==> config.mk <==
export PLATFORM = sky130hd
export DESIGN_NAME = adc_corr_top
export DESIGN_NICKNAME = d
export VERILOG_FILES = /design/src/rtl/adc_corr_pkg.sv /design/src/rtl/adc_corr_ctrl.sv /design/src/rtl/adc_corr_skew.sv /design/src/rtl/adc_corr_sum.sv /design/src/rtl/adc_corr_datapath.sv /design/src/rtl/adc_corr_top.sv
export SDC_FILE = /design/constraint.sdc
export NUM_CORES = 1
export LEC_CHECK = 0
export ABC_AREA = 0
export BUFFER_PORTS_ARGS = -buffer_cell sky130_fd_sc_hd__buf_2
export CORE_MARGIN = 5
export CORE_UTILIZATION = 33
export DETAILED_ROUTE_END_ITERATION = 16
export PLACE_DENSITY_LB_ADDON = 0.05
export SLEW_MARGIN = 40
export SYNTH_ARGS = -nofsm -noshare
export SYNTH_HDL_FRONTEND = slang
export SYNTH_SLANG_ARGS = --single-unit
==> constraint.sdc <==
create_clock -name clk -period 2.55 [get_ports clk]
set_input_delay 0.1275 -clock clk [delete_from_list [all_inputs] [get_ports clk]]
set_output_delay 0.1275 -clock clk [all_outputs]
set_load 0.1 [all_outputs]
==> src/rtl/adc_corr_pkg.sv <==
`timescale 1ns/1ps
package adc_corr_pkg;

  // Strobes from the fill controller to the datapath
  typedef struct packed {
    logic sumLive;   // the coming rising edge sums a real sample
    logic outValid;  // codeOut holds a real sample
  } corrStrb_t;

  // Code 11 is outside the redundant alphabet; it is folded onto 10
  function automatic logic [1:0] clampCode(input logic [1:0] code);
    return (code == 2'b11) ? 2'b10 : code;
  endfunction

endpackage

==> src/rtl/adc_corr_ctrl.sv <==
`timescale 1ns/1ps
module adc_corr_ctrl
  import adc_corr_pkg::*;
#(
  parameter int NUM_STAGES = 9
) (
  input  logic      clk,
  input  logic      rstN,
  output corrStrb_t strb
);
  // The last stage lands on falling edge NUM_STAGES (odd); the summing
  // register follows on the next rising edge.
  localparam int FILL_EDGES = (NUM_STAGES + 1) / 2 + 1;
  localparam int CNT_W      = $clog2(FILL_EDGES + 1);

  logic [CNT_W-1:0] fillCnt;

  always_ff @(posedge clk) begin
    if (!rstN) begin
      fillCnt <= '0;
    end else if (fillCnt != CNT_W'(FILL_EDGES)) begin
      fillCnt <= fillCnt + 1'b1;
    end
  end

  always_comb begin
    strb.sumLive  = (fillCnt >= CNT_W'(FILL_EDGES - 1));
    strb.outValid = (fillCnt == CNT_W'(FILL_EDGES));
  end

endmodule

==> src/rtl/adc_corr_skew.sv <==
`timescale 1ns/1ps
module adc_corr_skew #(
  parameter int NUM_STAGES = 9
) (
  input  logic                          clk,
  input  logic                          rstN,
  input  logic [2*NUM_STAGES-1:0]       stageBits,
  output logic [NUM_STAGES-1:0][1:0]    aligned
);
  // Stage i changes after edge 2s+i; hop k of its chain fires on edge
  // 2s+i+1+k, alternating falling/rising, so all chains end on edge 2s+NUM_STAGES.
  for (genvar i = 0; i < NUM_STAGES; i++) begin : g_stage
    localparam int DEPTH = NUM_STAGES - i;
    for (genvar k = 0; k < DEPTH; k++) begin : g_hop
      logic [1:0] hopIn;
      logic [1:0] q;
      if (k == 0) begin : g_head
        assign hopIn = stageBits[2*i +: 2];
      end else begin : g_link
        assign hopIn = g_hop[k-1].q;
      end
      if (((i + 1 + k) % 2) == 1) begin : g_fall
        always_ff @(negedge clk) begin
          if (!rstN) q <= 2'b00;
          else       q <= hopIn;
        end
      end else begin : g_rise
        always_ff @(posedge clk) begin
          if (!rstN) q <= 2'b00;
          else       q <= hopIn;
        end
      end
    end
    assign aligned[i] = g_hop[DEPTH-1].q;
  end

endmodule

==> src/rtl/adc_corr_sum.sv <==
`timescale 1ns/1ps
module adc_corr_sum
  import adc_corr_pkg::*;
#(
  parameter int NUM_STAGES = 9,
  parameter int TAP_STAGES = 4
) (
  input  logic                          clk,
  input  logic                          rstN,
  input  corrStrb_t                     strb,
  input  logic [NUM_STAGES-1:0][1:0]    aligned,
  output logic [NUM_STAGES:0]           codeOut,
  output logic [2*TAP_STAGES-1:0]       rawTap,
  output logic                          errFlag
);
  localparam int OUT_W = NUM_STAGES + 1;

  logic [OUT_W-1:0]      sumNext;
  logic                  anyIllegal;
  logic [2*TAP_STAGES-1:0] tapNext;

  // Overlap-add: stage i carries weight 2^(NUM_STAGES-1-i)
  always_comb begin
    sumNext    = '0;
    anyIllegal = 1'b0;
    for (int i = 0; i < NUM_STAGES; i++) begin
      sumNext    = sumNext + (OUT_W'(clampCode(aligned[i])) << (NUM_STAGES - 1 - i));
      anyIllegal = anyIllegal | (aligned[i] == 2'b11);
    end
  end

  for (genvar t = 0; t < TAP_STAGES; t++) begin : g_tap
    assign tapNext[2*t +: 2] = aligned[t];
  end

  always_ff @(posedge clk) begin
    if (!rstN) begin
      codeOut <= '0;
      rawTap  <= '0;
      errFlag <= 1'b0;
    end else begin
      codeOut <= sumNext;
      rawTap  <= tapNext;
      errFlag <= errFlag | (strb.sumLive & anyIllegal);
    end
  end

endmodule

==> src/rtl/adc_corr_datapath.sv <==
`timescale 1ns/1ps
module adc_corr_datapath
  import adc_corr_pkg::*;
#(
  parameter int NUM_STAGES = 9,
  parameter int TAP_STAGES = 4
) (
  input  logic                      clk,
  input  logic                      rstN,
  input  corrStrb_t                 strb,
  input  logic [2*NUM_STAGES-1:0]   stageBits,
  output logic [NUM_STAGES:0]       codeOut,
  output logic [2*TAP_STAGES-1:0]   rawTap,
  output logic                      errFlag
);
  logic [NUM_STAGES-1:0][1:0] aligned;

  adc_corr_skew #(.NUM_STAGES(NUM_STAGES)) skew_i (
    .clk      (clk),
    .rstN     (rstN),
    .stageBits(stageBits),
    .aligned  (aligned)
  );

  adc_corr_sum #(.NUM_STAGES(NUM_STAGES), .TAP_STAGES(TAP_STAGES)) sum_i (
    .clk    (clk),
    .rstN   (rstN),
    .strb   (strb),
    .aligned(aligned),
    .codeOut(codeOut),
    .rawTap (rawTap),
    .errFlag(errFlag)
  );

endmodule

==> src/rtl/adc_corr_top.sv <==
`timescale 1ns/1ps
module adc_corr_top
  import adc_corr_pkg::*;
#(
  parameter int NUM_STAGES = 9,   // must be odd
  parameter int TAP_STAGES = 4
) (
  input  logic                      clk,
  input  logic                      rstN,
  input  logic [2*NUM_STAGES-1:0]   stageBits,
  output logic [NUM_STAGES:0]       codeOut,
  output logic                      codeValid,
  output logic [2*TAP_STAGES-1:0]   rawTap,
  output logic                      errFlag
);
  corrStrb_t strb;

  adc_corr_ctrl #(.NUM_STAGES(NUM_STAGES)) ctrl_i (
    .clk (clk),
    .rstN(rstN),
    .strb(strb)
  );

  adc_corr_datapath #(.NUM_STAGES(NUM_STAGES), .TAP_STAGES(TAP_STAGES)) dp_i (
    .clk      (clk),
    .rstN     (rstN),
    .strb     (strb),
    .stageBits(stageBits),
    .codeOut  (codeOut),
    .rawTap   (rawTap),
    .errFlag  (errFlag)
  );

  assign codeValid = strb.outValid;

endmodule

==> results.yml <==
layout:
  fillCellCount: 1062
  fin_util_pct: 44.1
  antenna_cells: 0
  seq_area_mm2: 0.00225
  synthToLayoutAreaGrowth_pct: 31.6
  layout_common_cells: "dfxtp_1, and2_1, inv_1"
  drive_gt1_share_pct: 25.9
  nNetsFinal: 471
  multi_input_area_mm2: 0.00135
  layout_commonest_cell: "dfxtp_1"
  finalInstanceArea_mm2: 0.00476
  final_cells: 584
synthesis:
  synth_area_leader_cell: "dfxtp_1"
  ys_types: 44
  synth_fp_nets: 353
  ys_ff_latch: 112
  syn_area_mm2: 0.00361
  avgSynthCellArea_um2: 11.3
  ys_top_cells_by_area: "dfxtp_1, and2_1, ha_1"
  postSynthCellCount: 321
  ys_seq_area_share_pct: 62.0
  ys.warnings.count: 0
  yosysTopAreaCellShare_pct: 62.0
hold_path:
  holdPathEnd: "dp_i.sum_i.errFlag"
  hold_start: "rstN"
  hold_class: "in -> reg"
  hold_depth: 4
setup_path:
  crit_chain: "nor2b_4 > ha_4 > inv_2 > fa_2 > nor2b_4 > o31ai_4 > a2bb2oi_2 > mux2_4"
  path_class: "reg -> reg"
  slowest_delay_ps: 350
  r2r_end: "dp_i.sum_i.codeOut[9]"
  critPathBufInv: 1
  cp_max_fo: 2
  critPathSlowestCell: "fa_2"
  start_kind: "register"
  worstRegToRegCells: 8
  rr_startpoint: "dp_i.skew_i.g_stage[7].g_hop[1].q[0]"
  rrSetupSlack_ps: -530
  required_ps: 2820
  end_kind: "register"
  arrival_ps: 3350
  path_common_cell: "nor2b_4"
  cp_top_family: "adder cells"
route:
  wl_per_cell_um: 10.3
  vias_per_cell: 4.07
  drt-total-wl_mm: 6.00
  vias: 2376
  first_iter_violations: 71
  final_antenna_net_count: 0
  drc: 0
  first_pass_iters: 4
placed_design:
  dp_hpwl_mm: 3.86
  dp.cells: 508
  port_buffers: 39
  place_area_mm2: 0.00417
  place_congestion: 0.713
die:
  die_w_um: 115
  core-area_mm2: 0.0108
  fp.dieArea_mm2: 0.0131
  die_h_um: 115
  num_rows: 38
  boundaryPins: 40
  start_util_pct: 33.5
clocking:
  cts_root_buffer: "clkbuf_8"
  cts_tree: "done"
  cts_buffers: 9
  htreeDepth: 3
  path_clk_slew_ps: 110
  clock_latency_ps: 410
  clockBufferDepth: 2
  cts.sinks: 112
outcome:
  status: "finished, violations left"
  violations: "setup timing"
global_routing:
  grt_pass1_vias: 2321
  grt_max_degree: 121
  antenna_found_initial: 0
  grt_pass1_wl_mm: 10.4
  grt_remaining_overflow: 0
  grt_use_total_pct: 10.0
sta:
  rsz0062_at_grt: "true"
  hold_viol: 0
  report.final.slew_viol_count: 0
  finClkSkew_ps: 47.5
  timing.hold.ws_ps: 239
  fin_ws_ps: -528
  relSlewSlack_pct: 67.4
  setup_viol: 9
  worst_pin_slew_ps: 492
power_and_ir_drop:
  powerDensity_mw_per_mm2: 709
  power_frac_comb_pct: 4.5
  ir_worst_vdd_v: 0.000271
  switching_power_uw: 878
  switching_share_pct: 26.0
  internal-power_uw: 2490
  leakage_uw: 0.00228
  clockPowerShare_pct: 41.6
  pwr-share-seq_pct: 53.8
run:
  cap_viol_max_count: 0
## sequential cells by signal, indices dropped and copies added, names as in the netlist
register	flops
dp_i.sum_i.errFlag	1
dp_i.sum_i.rawTap	8
dp_i.sum_i.codeOut	10
dp_i.skew_i.g_stage.g_hop.q	90
ctrl_i.fillCnt	3
## routing by layer
layer  up-vias  share of wire, %  track usage (%)
met5         -                 0                0
met4         0               1.8             4.75
met3         8               4.1             2.96
met2        29                48             16.5
met1      1081                47             12.0
li1       1258                 -                -
## synthesized netlist by cell type
cell	instances
a211o_1	1
a211oi_1	1
a211oi_2	1
a21boi_1	1
a21o_1	1
a21oi_1	1
a221oi_1	1
a222oi_1	1
a22oi_1	2
a2bb2oi_2	1
a31oi_1	3
and2_1	100
and2b_1	1
and3b_1	1
buf_2	1
clkbuf_1	19
clkbuf_2	1
dfxtp_1	112
fa_1	1
ha_1	11
inv_1	12
mux2_4	1
mux2i_1	1
nand2_1	6
nand2b_1	1
nand3_1	3
nand4_1	2
nor2_1	2
nor2b_1	11
nor2b_2	1
nor3_1	1
nor3b_1	1
nor4_1	1
nor4b_1	2
o211a_1	1
o211ai_1	1
o21a_1	1
o21ai_0	5
o21ai_1	2
o21bai_2	1
o311ai_0	1
o31ai_4	1
o41ai_2	1
xnor2_1	1
## kinds of logic after synthesis
kind of cell               count (synthesis)  share of synthesized area, %
AOI/OAI and AO/OA                         28                          6.48
xor gates and xnor gates                   1                         0.242
adders and majority gates                 12                          4.36
buffers and inverters                     33                          3.50
DFF                                      112                          62.0
muxes                                      2                         0.692
and+or+nand+nor                          133                          22.7
## worst min-delay path, delay by kind of cell
kind	cells	cell delay, ps
AOI/OAI and AO/OA	1	50
buffers and inverters	2	290
and+or+nand+nor	1	90
## power groups by stage
stage	logic, µW	clock network [µW]	registers, µW
finish	153	1400	1810
global route	172	1620	1820
CTS	156	1470	1820
detailed placement	140	122	1850
global placement	139	122	1850
floorplan	73.1	122	1870
## worst max-delay path by stage
| stage | end | slack, ps | startpoint | cells past startpoint |
|---|---|---|---|---|
| finish | dp_i.sum_i.codeOut[9] | -530 | dp_i.skew_i.g_stage[7].g_hop[1].q[0] | 8 |
| global route | dp_i.sum_i.codeOut[9] | -620 | dp_i.skew_i.g_stage[7].g_hop[1].q[0] | 8 |
| CTS | dp_i.sum_i.codeOut[9] | -550 | dp_i.skew_i.g_stage[7].g_hop[1].q[0] | 8 |
| detailed placement | dp_i.sum_i.codeOut[9] | -590 | dp_i.skew_i.g_stage[7].g_hop[1].q[0] | 8 |
| global placement | dp_i.sum_i.codeOut[9] | -560 | dp_i.skew_i.g_stage[7].g_hop[1].q[0] | 8 |
| floorplan | dp_i.sum_i.codeOut[9] | -550 | dp_i.skew_i.g_stage[7].g_hop[1].q[0] | 8 |
## metrics by stage
stage / setup TNS (ps) / setup slack, ps / total power (µW)
6_report: -2780 / -528 / 3370
5_1_grt: -3630 / -620 / 3610
4_1_cts: -2760 / -547 / 3440
3_5_place_dp: -2990 / -589 / 2110
3_3_place_gp: -2860 / -557 / 2110
2_1_floorplan: -1530 / -546 / 2070
## cell type report
type	count	share of cell area (%)
sequential	112	47.4
multi-input combinational	176	28.3
timing repair buffer	79	11.3
clock inverter	55	5.23
tap	140	3.68
clock buffer	11	3.21
inverter	11	0.868
## timing repair
action,in CTS,in global routing
pin swaps,15,10
hold buffers,8,0
hold endpoints to repair,8,0
gates resized for setup,21,4
endpoints found under the setup margin,9,9
setup buffers,2,3
(Power assumes the default switching activity.)
